## src/rtl/ftc_pkg.sv

```systemverilog
// Shared types for the fine delay tracking controller.
package ftc_pkg;
    // Direction of one code step, as requested or as actually applied.
    typedef enum logic [1:0] {
        MV_NONE = 2'd0,
        MV_INC  = 2'd1,
        MV_DEC  = 2'd2
    } move_t;
endpackage

```

## src/rtl/ftc_decide.sv

```systemverilog
// Turns the phase detector outputs into one step request per decision.
// Assumes upd_stb is a single-cycle pulse spaced for the DAC to settle.
// A request for both directions, or for none, yields no step.
module ftc_decide
    import ftc_pkg::*;
(
    input  logic  enable,
    input  logic  upd_stb,
    input  logic  up,
    input  logic  dn,
    output logic  decide,
    output move_t req
);
    // Gate the strobe with enable and resolve the direction.
    always_comb begin
        decide = enable && upd_stb;
        if (up && !dn)      req = MV_INC;
        else if (dn && !up) req = MV_DEC;
        else                req = MV_NONE;
    end
endmodule

```

## src/rtl/ftc_code_reg.sv

```systemverilog
// Saturating fine code register, with a change pulse and a limit flag.
// Assumes one decision per strobe and at most one step per decision.
// The code is held at zero whenever enable is low.
module ftc_code_reg
    import ftc_pkg::*;
#(
    parameter int CODE_W = 5
) (
    input  logic              clk,
    input  logic              rst_n,
    input  logic              enable,
    input  logic              decide,
    input  move_t             req,
    output logic [CODE_W-1:0] code_q,
    output logic              chg_q,
    output logic              sat_q,
    output move_t             mv_act
);
    localparam logic [CODE_W-1:0] CODE_MAX = {CODE_W{1'b1}};
    localparam logic [CODE_W-1:0] CODE_ONE = CODE_W'(1);

    logic blocked;

    // Find whether the requested step is blocked by a limit, and which step applies.
    always_comb begin
        blocked = decide && ((req == MV_INC && code_q == CODE_MAX) ||
                             (req == MV_DEC && code_q == '0));
        if (!decide || blocked) mv_act = MV_NONE;
        else                    mv_act = req;
    end

    // Code register: zero when idle, one step per applied move.
    always_ff @(posedge clk) begin
        if (!rst_n || !enable)      code_q <= '0;
        else if (mv_act == MV_INC)  code_q <= code_q + CODE_ONE;
        else if (mv_act == MV_DEC)  code_q <= code_q - CODE_ONE;
    end

    // Change pulse and saturation flag, both refreshed per decision.
    always_ff @(posedge clk) begin
        if (!rst_n || !enable) begin
            chg_q <= 1'b0;
            sat_q <= 1'b0;
        end else begin
            chg_q <= (mv_act != MV_NONE);
            if (decide) sat_q <= blocked;
        end
    end

    AST_IDLE_ZERO: assert property (@(posedge clk) disable iff (!rst_n)
        !enable |=> (code_q == '0 && !chg_q && !sat_q));
    AST_NO_STROBE_HOLD: assert property (@(posedge clk) disable iff (!rst_n)
        (enable && !decide) |=> $stable(code_q));
    AST_SINGLE_STEP: assert property (@(posedge clk) disable iff (!rst_n)
        enable |=> (code_q == $past(code_q) || code_q == $past(code_q) + CODE_ONE
                    || code_q + CODE_ONE == $past(code_q)));
    AST_NO_WRAP_TOP: assert property (@(posedge clk) disable iff (!rst_n)
        (enable && code_q == CODE_MAX) |=> code_q != '0);
    AST_NO_WRAP_BOT: assert property (@(posedge clk) disable iff (!rst_n)
        (enable && code_q == '0) |=> code_q != CODE_MAX);
    AST_CHG_MEANS_MOVE: assert property (@(posedge clk) disable iff (!rst_n)
        chg_q |-> code_q != $past(code_q));
endmodule

```

## src/rtl/ftc_lock_det.sv

```systemverilog
// Lock detector for the fine loop. It counts decisions that hold the code
// or reverse the most recent step, and declares lock at LOCK_K of them.
// Two steps the same way, with any holds between them, clear the count.
// Assumes mv_act is the step actually applied, not the one requested.
module ftc_lock_det
    import ftc_pkg::*;
#(
    parameter int LOCK_K = 4
) (
    input  logic  clk,
    input  logic  rst_n,
    input  logic  enable,
    input  logic  decide,
    input  move_t mv_act,
    output logic  locked_q
);
    localparam int SW = $clog2(LOCK_K + 1);
    localparam logic [SW-1:0] K_V = SW'(LOCK_K);

    move_t          last_q;
    logic [SW-1:0]  streak_q;
    logic [SW-1:0]  streak_nx;
    logic           repeat_step;

    // Classify this decision and compute the next streak count.
    always_comb begin
        repeat_step = decide && mv_act != MV_NONE && mv_act == last_q;
        if (!decide)                streak_nx = streak_q;
        else if (repeat_step)       streak_nx = '0;
        else if (streak_q == K_V)   streak_nx = K_V;
        else                        streak_nx = streak_q + SW'(1);
    end

    // Streak, last applied direction and the lock flag.
    always_ff @(posedge clk) begin
        if (!rst_n || !enable) begin
            streak_q <= '0;
            last_q   <= MV_NONE;
            locked_q <= 1'b0;
        end else begin
            streak_q <= streak_nx;
            if (decide && mv_act != MV_NONE) last_q <= mv_act;
            locked_q <= (streak_nx == K_V);
        end
    end

    AST_LOCK_NEEDS_STREAK: assert property (@(posedge clk) disable iff (!rst_n)
        locked_q |-> streak_q == K_V);
    AST_REPEAT_UNLOCKS: assert property (@(posedge clk) disable iff (!rst_n)
        (enable && repeat_step) |=> !locked_q);
endmodule

```

## src/rtl/fine_track_ctrl.sv

```systemverilog
// Top of the fine delay tracking controller. It holds the fine code at
// zero until the coarse loop is done, then moves it one step per strobe
// toward phase alignment and reports lock, change and saturation.
// Assumes up/dn are synchronous to clk and stable at each strobe.
module fine_track_ctrl
    import ftc_pkg::*;
#(
    parameter int CODE_W = 5,
    parameter int LOCK_K = 4
) (
    input  logic              clk,
    input  logic              rst_n,
    input  logic              coarse_done,
    input  logic              up,
    input  logic              dn,
    input  logic              upd_stb,
    output logic [CODE_W-1:0] fine_code,
    output logic              fine_lock,
    output logic              code_chg,
    output logic              fine_sat
);
    logic  decide;
    move_t req;
    move_t mv_act;

    ftc_decide u_decide (
        .enable  (coarse_done),
        .upd_stb (upd_stb),
        .up      (up),
        .dn      (dn),
        .decide  (decide),
        .req     (req)
    );

    ftc_code_reg #(.CODE_W(CODE_W)) u_code (
        .clk    (clk),
        .rst_n  (rst_n),
        .enable (coarse_done),
        .decide (decide),
        .req    (req),
        .code_q (fine_code),
        .chg_q  (code_chg),
        .sat_q  (fine_sat),
        .mv_act (mv_act)
    );

    ftc_lock_det #(.LOCK_K(LOCK_K)) u_lock (
        .clk      (clk),
        .rst_n    (rst_n),
        .enable   (coarse_done),
        .decide   (decide),
        .mv_act   (mv_act),
        .locked_q (fine_lock)
    );

    AST_RESET_CLEARS: assert property (@(posedge clk)
        !rst_n |=> (fine_code == '0 && !fine_lock && !code_chg && !fine_sat));
    AST_BALANCED_HOLD: assert property (@(posedge clk) disable iff (!rst_n)
        (coarse_done && upd_stb && up == dn) |=> $stable(fine_code));
endmodule

```

## config.mk

```make
export PLATFORM = sky130hd
export DESIGN_NAME = fine_track_ctrl
export DESIGN_NICKNAME = d
export VERILOG_FILES = /design/src/rtl/ftc_pkg.sv /design/src/rtl/ftc_decide.sv /design/src/rtl/ftc_code_reg.sv /design/src/rtl/ftc_lock_det.sv /design/src/rtl/fine_track_ctrl.sv
export SDC_FILE = /design/constraint.sdc
export NUM_CORES = 1
export LEC_CHECK = 0
export ABC_AREA = 1
export CAP_MARGIN = 20
export CORE_UTILIZATION = 50
export DETAILED_ROUTE_END_ITERATION = 16
export PLACE_DENSITY = 0.76
export SKIP_LAST_GASP = 1
export SYNTH_ARGS = -nofsm -noshare
export SYNTH_HDL_FRONTEND = slang
export SYNTH_SLANG_ARGS = --single-unit
```

## constraint.sdc

```tcl
create_clock -name clk -period 2.7 [get_ports clk]
set_input_delay 0.54 -clock clk [delete_from_list [all_inputs] [get_ports clk]]
set_output_delay 0.54 -clock clk [all_outputs]
set_load 0.05 [all_outputs]
```

Word-level counts from Yosys, hierarchy flattened
Cells that the tools add are included.

Register bits: 13. Input bits: 6.

Add/sub/neg operators: 3. Equality and inequality tests: 8. Muxes and demuxes: 8. Reduce and logical (&&, ||, !) cells: 19.

Operators with widths (count): $mux W5 (2); $mux W3 (3); $logic_and A1 B1 Y1 (8); $eq A3 B3 Y1 const B (2); $mux W2 (3); $add A5 B1 Y5 const B (1); $eq A5 B5 Y1 const B (1); $logic_not A1 Y1 (5); $logic_not A5 Y1 (1); $sub A5 B1 Y5 const B (1); $eq A2 B1 Y1 const B (2); $eq A2 B2 Y1 const B (2); $reduce_bool A2 Y1 (2); $add A3 B1 Y3 const B (1); $logic_or A1 B1 Y1 (3); $eq A2 B2 Y1 (1).

Longest topological paths before layout
Depth after elaboration: 16. Mapped depth: 16.

Cells and area by module
From an unflattened synthesis, not the netlist that was laid out.

Cell total of the unflattened synthesis: 130. Area, all modules: 873.3 µm².

Modules (own cells, without submodules): ftc_code_reg (instances 1, cells each 72, area an instance 489.2 µm², seq. area each 140.1 µm²); ftc_lock_det (instances 1, cells each 52, area an instance 361.6 µm², seq. area each 120.1 µm²); ftc_decide (instances 1, cells each 6, area an instance 22.5 µm², seq. area each 0.0 µm²).

Worst setup path after synthesis
No wires, ideal clock.

Path type: reg2reg. From: reg u_code.code_q[1]. To: reg u_code.code_q[4]. Data arrival time: 2.428 ns. Required time: 2.579 ns. Setup slack: 0.151 ns. Stages on the path, launching flop included: 16. Cells stage by stage: dfxtp_1 nand2_1 nor2_1 nand2_1 nand4_2 inv_1 ha_1 inv_1 ha_1 a21o_1 a31oi_1 nor2_1 nor2_1 nand2_1 o21ai_0 a21oi_1.

Word-level cells in the longest chain between the ends: 8.

Ends and longest elaborated chain: from (decl) (RTL line ftc_code_reg.sv:14) `output logic [CODE_W-1:0] code_q,`; from (signal assigned) (RTL line ftc_code_reg.sv:35) `else if (mv_act == MV_INC) code_q <= code_q + CODE_ONE;`; from (signal assigned) (RTL line ftc_code_reg.sv:36) `else if (mv_act == MV_DEC) code_q <= code_q - CODE_ONE;`; $eq A5 B5 Y1 / $logic_not A5 Y1 (equally long branches) (RTL line ftc_code_reg.sv:26, ftc_code_reg.sv:27); $logic_and A1 B1 Y1 (on tied branches) (RTL line ftc_code_reg.sv:26, ftc_code_reg.sv:27); $logic_or A1 B1 Y1 (*) (RTL line ftc_code_reg.sv:26) `blocked = decide && ((req == MV_INC && code_q == CODE_MAX) ||`; $logic_and A1 B1 Y1 (*) (RTL line ftc_code_reg.sv:26); $logic_or A1 B1 Y1 (*) (RTL line ftc_code_reg.sv:28) `if (!decide || blocked) mv_act = MV_NONE;`; $mux W2 (*) (RTL line ftc_code_reg.sv:28); net mv_act[0] (RTL line fine_track_ctrl.sv:24) `move_t mv_act;`; $eq A2 B1 Y1 / $eq A2 B2 Y1 (equally long branches) (RTL line ftc_code_reg.sv:35, ftc_code_reg.sv:36); $mux W5 / $reduce_bool A2 Y1 (equally long branches).

Mark *: on every way through the listed nets, which the timed path passes. The rest lies on a longest branch. The select of a mux whose other input is x is not followed. A chain may end at the register's enable or synchronous reset.

Final worst setup path
From: in dn. To: reg u_code.code_q[3].

Word-level cells in the longest chain between the ends: 11.

Ends and longest elaborated chain: from (decl) (RTL line fine_track_ctrl.sv:15) `input logic dn,`; $logic_and A1 B1 Y1 / $logic_not A1 Y1 (equally long branches) (RTL line ftc_decide.sv:18, ftc_decide.sv:17); $mux W2 / $logic_and A1 B1 Y1 (equally long branches) (RTL line ftc_decide.sv:18, ftc_decide.sv:17); $mux W2 (*) (RTL line ftc_decide.sv:17) `if (up && !dn) req = MV_INC;`; $eq A2 B1 Y1 / $eq A2 B2 Y1 (equally long branches) (RTL line ftc_code_reg.sv:26, ftc_code_reg.sv:27); $logic_and A1 B1 Y1 (on tied branches) (RTL line ftc_code_reg.sv:26, ftc_code_reg.sv:27); $logic_or A1 B1 Y1 (RTL line ftc_code_reg.sv:26); $logic_and A1 B1 Y1 (RTL line ftc_code_reg.sv:26); $logic_or A1 B1 Y1 (RTL line ftc_code_reg.sv:28); $mux W2 (*) (RTL line ftc_code_reg.sv:28); net mv_act[0] (RTL line fine_track_ctrl.sv:24); $eq A2 B1 Y1 / $eq A2 B2 Y1 (equally long branches) (RTL line ftc_code_reg.sv:35, ftc_code_reg.sv:36); $mux W5 / $reduce_bool A2 Y1 (equally long branches).

Mark *: on every way through the listed nets, which the timed path passes. The rest lies on a longest branch.

==> flow_summary.yaml <==
run_status:
  status: "complete, no violations"
cts:
  insertion_delay_ns: 0.28
  cts.hold.buffers_added: 0
  cts.path.max_buffers: 2
  cts_buffers: 3
  clkSlewWorstSetupHoldPaths_ns: 0.09
  htreeDepth: 1
  numClockSinks: 13
  cts_root_buffer: "clkbuf_4"
  tritoncts: "yes"
detailed_routing:
  vias: 802
  wl_per_cell_um: 11.7
  wl_um: 1860
  first_pass_iters: 4
  vias_per_cell: 5.04
  route.detailed.drc: 0
  drtIter0Drc: 17
  ant_nets: 0
yosys:
  synth_cells: 109
  yosysWarnings: 0
  synthFlopType: "dfxtp_1"
  syn_area_um2: 797
  synth.avg_cell_area_um2: 7.31
  yosysSeqAreaShare_pct: 32.7
  synth_seq_cells: 13
  async_reset_ff_share_pct: 0
  synth.distinct_cells: 24
  synth-edff-count: 0
  syn_nets: 123
worst_hold_path:
  hp-class: "register to register"
layout:
  fin_nets: 158
  n_antenna_cell: 0
  drive_above_1_share_pct: 25.2
  layout_common_cells: "18 x nand2_1, 18 x nor2_1, 17 x buf_4, 16 x inv_1"
  nFillCells: 122
  area_delta_synth_final_pct: 40.7
timing:
  setup_viol: 0
  rsz0062_at_grt: "no"
  min_period_ns: 2.52
  hold_viol_final: 0
  setup_slack_ns: 0.180
  finalSetupTns_ns: 0
  maxClockFrequency_ghz: 0.397
  slew_violations: 0
  slew_headroom_pct: 59.9
  clock_skew_ns: 0.00935
  period_share_pct: 93.3
  tightest_slew_ns: 0.594
die:
  pin_count: 14
  start_util_pct: 53.5
  die-area_um2: 1760
  row_count: 14
  coreArea_um2: 1490
  chipWidth_um: 41.9
  fp.dieH_um: 41.9
worst_setup_path:
  crit_arrival_ns: 2.71
  criticalPathCategory: "input port to register"
  cp-end-kind: "register"
  critPathRequiredTime_ns: 2.89
  cp-start-kind: "input port"
  crit_path_max_fanout: 4
power_and_ir_drop:
  p_sw_uw: 109
  total_power_uw: 392
  vdd_ir_drop_max_mv: 0.274
  p_leak_nw: 0.533
  seqPwrFrac_pct: 50.3
  pwr-share-clk_pct: 31.4
  comb_power_share_pct: 18.2
  internal_power_uw: 283
  p_per_area_nw_per_um2: 350
  swShare_pct: 27.8
placed_design:
  pre_cts_slack_ns: -0.192
  dp_hpwl_um: 1440
  numPortBuffers: 13
  place.gp.congestion: 0.766
grt:
  grt_usage_pct: 23.8
  grt_first_pass_wirelength_um: 3220
  antenna_found_initial: 0
  grt_start_max_net_pins: 9
  grt_pass1_vias: 786
  grt-ovfl-total: 0
flow_run:
  drv_cap: 0
-- cells in the mapped netlist, drive strengths merged (2+ instances only) --
cell type / number / share of area [%]
nand4: 2 / 3.1
ha: 7 / 11
inv: 19 / 8.9
clkinv: 2 / 1.1
a211oi: 2 / 1.9
a31oi: 2 / 1.6
dfxtp: 13 / 33
nor2: 19 / 9.3
nand2: 20 / 10
a21oi: 8 / 6.4
nand3: 2 / 1.9
o21ai: 7 / 4.4
-- final cells by class --
type | instances | area (um2) | share of cell area, %
clock inverters | 1 | 5.00 | 0.446
repair buffers | 30 | 258 | 23.0
well taps | 16 | 20.0 | 1.79
flip-flops and latches | 13 | 260 | 23.2
multi-input cells | 75 | 475 | 42.4
inverters | 21 | 80.1 | 7.14
clock buffers | 3 | 22.5 | 2.01
-- power groups by stage --
stage | sequential (mW) | clock [mW] | combinational, mW
2_1_floorplan | 0.209 | 0 | 0.0286
3_3_place_gp | 0.202 | 0 | 0.0663
3_5_place_dp | 0.202 | 0 | 0.0682
4_1_cts | 0.197 | 0.124 | 0.0688
5_1_grt | 0.198 | 0.132 | 0.0784
6_report | 0.197 | 0.123 | 0.0715
-- sequential cells by signal, summed over array words and instances, names as in the netlist --
name	count
u_lock.locked_q	1
u_code.sat_q	1
u_lock.last_q	2
u_lock.streak_q	3
u_code.code_q	5
u_code.chg_q	1
-- what timing repair did --
item,in CTS,in global routing
buffers inserted,0,1
resized for setup,0,6
endpoints found under the setup margin,0,2
-- metrics by stage --
stage / hold slack, ns / area, um2 / utilization [%] / cells
2_1_floorplan: 0.526 / 797 / - / 109
3_3_place_gp: 0.481 / 1070 / 71.7 / 154
3_5_place_dp: 0.506 / 1070 / 71.7 / 154
4_1_cts: 0.528 / 1090 / 73.5 / 158
5_1_grt: 0.562 / 1120 / 75.3 / 159
6_report: 0.513 / 1120 / 75.3 / 159
-- critical path, stage by stage --
cell             delay [ns]
clkdlybuf4s50_1        0.49
inv_2                  0.04
nand2_1                0.05
nor2_1                 0.04
nand2_1                0.09
nand4_2                0.10
inv_2                  0.10
ha_4                   0.15
inv_2                  0.05
buf_4                  0.12
ha_1                   0.26
nand2_1                0.06
nor2_1                 0.04
a211oi_1               0.28
xnor2_1                0.10
o21ai_0                0.14
inv_1                  0.05
-- routing by layer --
layer / track usage, % / vias to the layer above / wire (um)
met4: 9.68 / 0 / 55
met1: 28.5 / 355 / 819
met3: 2.61 / 8 / 69
met2: 42.8 / 18 / 914
met5: 0 / - / 0
li1: - / 421 / -
-- kinds of logic after synthesis --
kind of cell | Yosys count | synth area share (%)
adder cells (fa/ha/maj) | 8 | 13.5
AND/OR/NAND/NOR | 43 | 24.3
flip-flops | 13 | 32.7
AO/OA/AOI/OAI | 22 | 17.3
buffers and inverters | 21 | 10.0
XOR/XNOR | 2 | 2.20
-- path summary, 6_finish.rpt --
| check | start | to | slack [ns] | cells past startpoint |
|---|---|---|---|---|
| worst max-delay path | dn | u_code.code_q[3] | 0.18 | 17 |
| worst min-delay path | u_code.sat_q | u_code.sat_q | 0.51 | 2 |
| worst max register to register | u_code.code_q[2] | u_code.code_q[4] | 0.48 | 15 |
| worst min register to register | u_code.sat_q | u_code.sat_q | 0.51 | 2 |
Power figures use the tool's default switching activity.
